File: src/rtl/clk_loss_pkg.sv
package clk_loss_pkg;
  localparam int unsigned NUM_SRC      = 2;
  localparam int unsigned SYNC_DEF     = 2;
  localparam int unsigned CNT_W_DEF    = 16;
  typedef enum logic {SRC_REF = 1'b0, SRC_FB = 1'b1} src_e;
endpackage

File: src/rtl/clk_edge_sync.sv
module clk_edge_sync #(
  parameter int unsigned STAGES = 2
) (
  input  logic clk_i,
  input  logic rst_ni,
  input  logic async_i,
  output logic rise_o
);
  // STAGES synchronizer flops plus one history flop for edge detection
  logic [STAGES:0] pipe_q;

  always_ff @(posedge clk_i or negedge rst_ni) begin
    if (!rst_ni) pipe_q <= '0;
    else         pipe_q <= {pipe_q[STAGES-1:0], async_i};
  end

  assign rise_o = pipe_q[STAGES-1] & ~pipe_q[STAGES];

  assert_rise_single_R6: assert property (@(posedge clk_i) disable iff (!rst_ni)
    rise_o |=> !rise_o);
endmodule

File: src/rtl/edge_timeout.sv
module edge_timeout #(
  parameter int unsigned CNT_W = 16
) (
  input  logic             clk_i,
  input  logic             rst_ni,
  input  logic             active_i,
  input  logic             edge_i,
  input  logic [CNT_W-1:0] limit_i,
  output logic             expired_o
);
  localparam logic [CNT_W-1:0] CNT_MAX = '1;

  logic [CNT_W-1:0] cnt_q;

  always_ff @(posedge clk_i or negedge rst_ni) begin
    if (!rst_ni)                cnt_q <= '0;
    else if (!active_i || edge_i) cnt_q <= '0;
    else if (cnt_q != CNT_MAX)  cnt_q <= cnt_q + 1'b1;
  end

  assign expired_o = active_i && (cnt_q > limit_i);

  assert_cnt_idle_R8: assert property (@(posedge clk_i) disable iff (!rst_ni)
    !active_i |=> (cnt_q == '0));
  assert_cnt_edge_R6: assert property (@(posedge clk_i) disable iff (!rst_ni)
    (active_i && edge_i) |=> (cnt_q == '0));
endmodule

File: src/rtl/clk_loss_monitor.sv
module clk_loss_monitor
  import clk_loss_pkg::*;
#(
  parameter int unsigned SYNC_STAGES = SYNC_DEF,
  parameter int unsigned CNT_W       = CNT_W_DEF
) (
  input  logic             clk_i,
  input  logic             rst_ni,
  input  logic             ref_clk_i,
  input  logic             fb_clk_i,
  input  logic             enable_i,
  input  logic             ext_mode_i,
  input  logic             clear_i,
  input  logic [CNT_W-1:0] limit_i,
  output logic             loss_flag_o
);
  logic               active;
  logic [NUM_SRC-1:0] watched;
  logic [NUM_SRC-1:0] rise;
  logic [NUM_SRC-1:0] expired;
  logic               loss_any;
  logic               flag_q;

  assign active           = enable_i & ~ext_mode_i;
  assign watched[SRC_REF] = ref_clk_i;
  assign watched[SRC_FB]  = fb_clk_i;

  for (genvar g = 0; g < NUM_SRC; g++) begin : g_src
    clk_edge_sync #(.STAGES(SYNC_STAGES)) u_sync (
      .clk_i  (clk_i),
      .rst_ni (rst_ni),
      .async_i(watched[g]),
      .rise_o (rise[g])
    );
    edge_timeout #(.CNT_W(CNT_W)) u_tmo (
      .clk_i    (clk_i),
      .rst_ni   (rst_ni),
      .active_i (active),
      .edge_i   (rise[g]),
      .limit_i  (limit_i),
      .expired_o(expired[g])
    );
  end

  assign loss_any = |expired;

  // new loss has priority over a clear in the same cycle
  always_ff @(posedge clk_i or negedge rst_ni) begin
    if (!rst_ni)       flag_q <= 1'b0;
    else if (loss_any) flag_q <= 1'b1;
    else if (clear_i)  flag_q <= 1'b0;
  end

  assign loss_flag_o = flag_q;

  assert_flag_sticky_R4: assert property (@(posedge clk_i) disable iff (!rst_ni)
    (loss_flag_o && !clear_i) |=> loss_flag_o);
  assert_loss_sets_R3: assert property (@(posedge clk_i) disable iff (!rst_ni)
    loss_any |=> loss_flag_o);
  assert_clear_works_R7: assert property (@(posedge clk_i) disable iff (!rst_ni)
    (clear_i && !loss_any) |=> !loss_flag_o);
  assert_off_when_disabled_R1: assert property (@(posedge clk_i) disable iff (!rst_ni)
    (!enable_i && !loss_flag_o) |=> !loss_flag_o);
  assert_off_in_ext_R5: assert property (@(posedge clk_i) disable iff (!rst_ni)
    (ext_mode_i && !loss_flag_o) |=> !loss_flag_o);
endmodule

File: config.mk
export PLATFORM = sky130hd
export DESIGN_NAME = clk_loss_monitor
export DESIGN_NICKNAME = d
export VERILOG_FILES = /design/src/rtl/clk_loss_pkg.sv /design/src/rtl/clk_edge_sync.sv /design/src/rtl/edge_timeout.sv /design/src/rtl/clk_loss_monitor.sv
export SDC_FILE = /design/constraint.sdc
export NUM_CORES = 1
export LEC_CHECK = 0
export BUFFER_PORTS_ARGS = -buffer_cell sky130_fd_sc_hd__buf_2
export CORE_UTILIZATION = 56
export CTS_BUF_LIST = sky130_fd_sc_hd__clkbuf_4
export CTS_CLUSTER_SIZE = 40
export DETAILED_ROUTE_END_ITERATION = 10
export GPL_TIMING_DRIVEN = 0
export PLACE_DENSITY = 0.79
export SLEW_MARGIN = 20
export SYNTH_ARGS = -nofsm -noshare
export SYNTH_HDL_FRONTEND = slang
export SYNTH_SLANG_ARGS = --single-unit
File: constraint.sdc
create_clock -name clk_i -period 1.8 [get_ports clk_i]
set_clock_uncertainty 0.2 [all_clocks]
set_input_delay 0.36 -clock clk_i [delete_from_list [all_inputs] [get_ports clk_i]]
set_output_delay 0.36 -clock clk_i [all_outputs]
set_load 0.05 [all_outputs]
Yosys cells after proc, flatten, opt, wreduce, memory -nomap -nowiden. Index checks and enable logic that the tools add are counted. Widths: inputs -> output; s select.

Register bits after elaboration: 39. Input port bits: 23. Output and inout bits: 1. Word-level logic and storage cells: 32.

Add/subtract/negate cells: 2. $lt $le $gt $ge: 2. Equal/unequal tests: 2. Muxes and demuxes: 6. Bitwise operators: 6. Reduce and logical (&&, ||, !) cells: 9.

Operator list (number): $mux 16 (4); $add 16x1->16 const B (2); $gt 16x16->1 (2); $ne 16x16->1 const B (2); $reduce_bool 2->1 (3); $and 1x1->1 (3); $not 1->1 (3); $logic_and 1x1->1 (2); $logic_or 1x1->1 (2); $mux 1 (2); $reduce_or 2->1 (1); $logic_not 1->1 (1).

Logic depth before layout (Yosys ltp).
Word-level depth: 5. Gate-level depth with buffers: 7. Depth with buffers taken out: 7.

Hierarchy. A second synthesis with hierarchy kept.

Cell total of the unflattened synthesis: 303. Area total of the unflattened synthesis: 2727.6 um2.

Modules (own cells, without submodules): edge_timeout (g_src[1].u_tmo) (times used 1, cells each 143, area each 1258.7 um2, sequential area each 400.4 um2); edge_timeout (g_src[0].u_tmo) (times used 1, cells each 147, area each 1247.4 um2, sequential area each 400.4 um2); clk_edge_sync (times used 2, cells each 4, area each 88.8 um2, sequential area each 75.1 um2); clk_loss_monitor (times used 1, cells each 5, area each 43.8 um2, sequential area each 25.0 um2).

Least setup slack after synthesis. Ideal clock, no wire load.

Path kind: register to register. Start point: register g_src[1].u_tmo.cnt_q[0]. End point: register g_src[1].u_tmo.cnt_q[14]. Library setup time: 0.139 ns. Arrival time: 1.510 ns. Data required time: 1.461 ns. Slack: -0.049 ns. Stages on the path, launching flop included: 8. Buffers on the path: 1. Period minus slack after synthesis: 1.849 ns. Path through: dfrtp_1 > ha_1 > nand3_2 > nor4_4 > buf_4 > nand3_1 > nor3b_1 > nor3_1.

Cells in the longest elaborated chain, start to end: 3.

RTL lines: start: declaration (RTL line edge_timeout.sv:13) `logic [CNT_W-1:0] cnt_q;`; start signal: assignment (RTL line edge_timeout.sv:18) `else if (cnt_q != CNT_MAX) cnt_q <= cnt_q + 1'b1;`; $add 16x1->16 (RTL line edge_timeout.sv:18); $mux 16 (RTL line edge_timeout.sv:18); $mux 16 (RTL line edge_timeout.sv:17) `else if (!active_i || edge_i) cnt_q <= '0;`.

Several ways; a longest one is shown, not always the timed one. The select of a mux whose other input is x is not followed. A chain may end at the register's enable or synchronous reset.

Final worst setup path.
Start point: register g_src[0].u_tmo.cnt_q[14]. End point: register flag_q (netlist: loss_flag_o).

Cells in the longest elaborated chain, start to end: 4.

RTL lines: start: declaration (RTL line edge_timeout.sv:13); start signal: assignment (RTL line edge_timeout.sv:18); $gt 16x16->1 (*) (RTL line edge_timeout.sv:21) `assign expired_o = active_i && (cnt_q > limit_i);`; $logic_and 1x1->1 (*) (RTL line edge_timeout.sv:21); $reduce_or 2->1 (*) (RTL line clk_loss_monitor.sv:45) `assign loss_any = |expired;`; $mux 1 or $reduce_bool 2->1 (tied branches); end signal: assignment (RTL line clk_loss_monitor.sv:49) `if (!rst_ni) flag_q <= 1'b0;`; end signal: assignment (RTL line clk_loss_monitor.sv:50) `else if (loss_any) flag_q <= 1'b1;`; end signal: assignment (RTL line clk_loss_monitor.sv:51) `else if (clear_i) flag_q <= 1'b0;`; end: declaration (RTL line clk_loss_monitor.sv:22) `logic flag_q;`.

Mark *: on every way between the ends. The rest lies on a longest branch, timed or not.

==> summary.md <==
The run finished, with violations left. The checks that failed: setup timing. The y dimension of the die was 71.86 um. The smallest setup slack after layout is -0.1732 ns, and the total number of vias is 2716. The share of the synthesized area in the top cell type works out to 35.71%. The routed design uses 3.558 mm of met2 wire. The signal on the critical path passes through ha_1 -> nand4_1 -> nor2_1 -> a221o_1 -> a211oi_2 -> o32ai_1. The most used flip-flop cell after synthesis is dfrtp_1. The fraction of the yosys area taken by sequential cells was 35.71%; the residual antenna-violating net count after detailed routing was 0. For this design the ratio of total power to cell area is 411.1 mW/mm^2. The internal power of the cells totals 1.108 mW. At the end of the flow, the number of nets in the layout was 430.

The number of cells traversed by the worst register-to-register path works out to 6. TritonCTS built the clock tree. IR analysis of the VDD net gives a maximum drop of 305.1 uV. The highest cell delay on the worst timing path is 0.42 ns, and the relative contribution of combinational cells to total power is 11.5%. In this run, placement finished with an instance count of 386. STA classifies the critical path endpoint as a register.

The clock sink count is 39, and the worst setup slack after placement is -0.2396 ns. For flop-to-flop paths, the worst setup slack is -0.17 ns. Max-cap violations in this run came to 0. The detailed router used layers up to and including met4. Summing all multi-input logic gate instances after layout gives 0.001906 mm^2. The switching share of total power is 26.41%, and the final setup violation count is 9.

The logs give 0.002733 mm^2 for the cell area after synthesis and 0 for the count of antenna diodes in the layout. The CTS clock-pin slew for the worst setup and hold paths is 0.11 ns, and the number of H-tree levels is 2. For this run, the detailed router's first-pass iteration total came to 5. Along the worst path, the maximum fanout reaches 3.

Of all cell types, the one taking the most synthesized area is dfrtp_1. The number of global-route vias before repair was 2155; the fraction of final layout cells with drive strength greater than 1 was 38.71%. Across all hold checks on the routed design, the worst slack comes to 0.1643 ns. The standby leakage power came out at 1.711 nW.

Cell with the largest stage delay on the worst path: dfrtp_2. For the register cell area after layout, the log shows 993.5 um^2. For this block, wires on met1 add up to 3.107 mm. The routed wire length was 7.690 mm. The core region is 0.004723 mm^2. Setup repair after global routing could not meet its margin everywhere. The number of nets in the synthesized netlist is 353. After legalization and detailed placement, the total HPWL measured 4.514 mm. The run gives 29.2% as the power share of the clock group. In this run the tool buffered the top-level ports with 23 buffer cells. The worst path needs 1.973 ns of the cycle, external delays included. The netlist uses 49 different library cells. The die is 71.86 um wide. The area of the die is 0.005163 mm^2, and the measured slew at the worst slew-check pin is 0.9046 ns. The synthesized area per cell works out to 9.232 um^2.

The tree is rooted in a clkbuf_4. The logs give 40 for the maximum number of pins on one net before global-route repair and -0.6321 ns for the setup total negative slack. Summing all placed instances gives a cell area of 0.002939 mm^2.

The total global routing track utilization was 26.60%; the initial DRC count was 341. Sorting the synthesized cells by how often they occur yields dfrtp_1 (39), ha_1 (34), nor2_1 (26). The most common cell in the netlist was dfrtp_1.

The layout overhead on the synthesized area is 33.97%, and the required time at the endpoint of the critical path is 1.84 ns. Measured on the finished design, the core utilization comes to 77.51%. After filler insertion, the fill cell instance count of the layout stands at 257. The buffers plus inverters on the worst setup path is 0. After synthesis, the cell types taking the most area are dfrtp_1 (36%), ha_1 (16%), a21oi_1 (4.2%). The run gives 0 as the number of max-slew violations in the final report.

The endpoint identified for the worst register-to-register timing path is loss_flag_o$_DFFE_PN0P_. The met3 wire length is 750 um, and the achievable clock frequency is 506.8 MHz. For this configuration, the core starts out at a cell density of 57.85%. 24 I/O pins were placed.

Share of the clock period used by the worst path after layout: 109.6%. The logs give 397.5 uW for the total net switching power and 439 for the final instance count without filler cells. The design draws 1.505 mW. The worst slew margin relative to its limit was 39.69%.

Buffers inserted during clock tree synthesis total 5. For this run, design rule violations remaining after detail routing come to 0. Summing all non-filler instances in the final layout gives an area of 0.003661 mm^2. Row generation in the floorplan step produced 25 rows. In the final routed layout, each cell accounts on average for 17.52 um.

The tools report the startpoint of the most critical register-to-register path as g_src[0].u_tmo.cnt_q[14]$_DFFE_PN0P_. Per report_power, the sequential group accounts for 59.3% of the total. For this run, asynchronously set or reset flops after synthesis account for 100.0%.

The tools report the critical path startpoint category as a register. Using the TritonRoute via totals, the vias-per-cell ratio works out to 6.187. At the end of routability-driven placement, the weighted congestion stood at 0.8507.

The number of cells produced by synthesis was 296. The maximum clock insertion buffer count is 2, and the clock network latency to the later pin of the worst-skew pair is 0.36 ns. The destination of the worst hold path is g_src[1].u_sync.pipe_q[1]$_DFF_PN0_. The Yosys warning count was 0.

Number of hold-slack violations in the final timing report: 0. The initial antenna violation count is 0, and the data arrival time at the worst-slack endpoint is 2.01 ns. By startpoint and endpoint, the worst setup path is classified as register to register. The worst hold path begins at g_src[1].u_sync.pipe_q[0]$_DFF_PN0_. The first global-routing pass estimated 10.53 mm of wire.

In this run, synthesis produced a sequential element count of 39. Counting instances, the worst hold path has a depth of 0. Dominant delay contributor by cell family on the critical path: compound AO/OA/AOI/OAI gates. Number of enable-type register cells in the synthesized netlist: 0.

The tightest min-delay check is of the register to register type. Summed over all layers, the global routing overflow is 0.
metal layers:
| metal | vias up | track usage, % |
|---|---|---|
| li1 | 1228 | - |
| met1 | 1261 | 38.96 |
| met2 | 193 | 40.78 |
| met3 | 34 | 4.219 |
| met4 | 0 | 8.061 |
| met5 | - | 0 |
how the worst max path moves through the flow:
stage,start,slack [ns],end,depth (start not counted)
2_1_floorplan,limit_i[14],-0.005,loss_flag_o$_DFFE_PN0P_,7
3_3_place_gp,limit_i[14],-0.21,loss_flag_o$_DFFE_PN0P_,8
3_5_place_dp,limit_i[15],-0.24,loss_flag_o$_DFFE_PN0P_,8
4_1_cts,g_src[1].u_tmo.cnt_q[1]$_DFFE_PN0P_,-0.12,loss_flag_o$_DFFE_PN0P_,7
5_1_grt,g_src[0].u_tmo.cnt_q[8]$_DFFE_PN0P_,-0.27,loss_flag_o$_DFFE_PN0P_,5
6_report,g_src[0].u_tmo.cnt_q[14]$_DFFE_PN0P_,-0.17,loss_flag_o$_DFFE_PN0P_,6
cells by family after synthesis:
family / count (synthesis) / synth area share [%]
flops: 39 / 35.71
xor+xnor: 17 / 5.449
simple gates: 112 / 22.67
compound gates: 63 / 15.43
fa+ha+maj: 34 / 15.57
mux: 2 / 0.7326
buf+inv: 29 / 4.442
sequential cells by signal, indices dropped and copies added (netlist names):
register and cells:
loss_flag_o 1, g_src.u_tmo.cnt_q 32, g_src.u_sync.pipe_q 6
placed cells by master, fill, tap and decap left out, drive strengths merged, types with 3 or more instances in the layout:
master,instances
a21o,3
nor4,3
and4,5
and2,3
buf,70
a211oi,5
xnor2,10
xor2,7
clkbuf,8
inv,24
nor2,26
nand3,15
dfrtp,39
a21oi,23
and3,7
nor3,8
dlygate4sd3,3
a31oi,5
o21ai,12
nand4,13
nor2b,3
o211ai,3
nand2,23
ha,34
power by group through the flow:
stage               logic, mW  clock network [mW]  registers [mW]
finish                  0.173               0.439           0.893
global route            0.194               0.480           0.894
CTS                     0.161               0.442           0.893
detailed placement      0.140                   0           0.910
global placement        0.132                   0           0.909
floorplan              0.0728                   0           0.908
what timing repair did:
action	4_1_cts	5_1_grt
pin swaps	11	35
setup buffers	14	30
gates cloned	1	0
hold buffers	3	0
endpoints found under the hold margin	41	0
gates resized for setup	34	47
setup endpoints to repair	18	31
final cells by class:
class                           instances  area share (%)
Clock buffer                            6           1.230
Buffer                                  5           1.128
Timing Repair Buffer                   70           13.70
Sequential cell                        39           27.14
Multi-Input combinational cell        228           52.05
Tap cell                               67           2.290
Inverter                               24           2.461
Power figures use the tool's default switching activity.
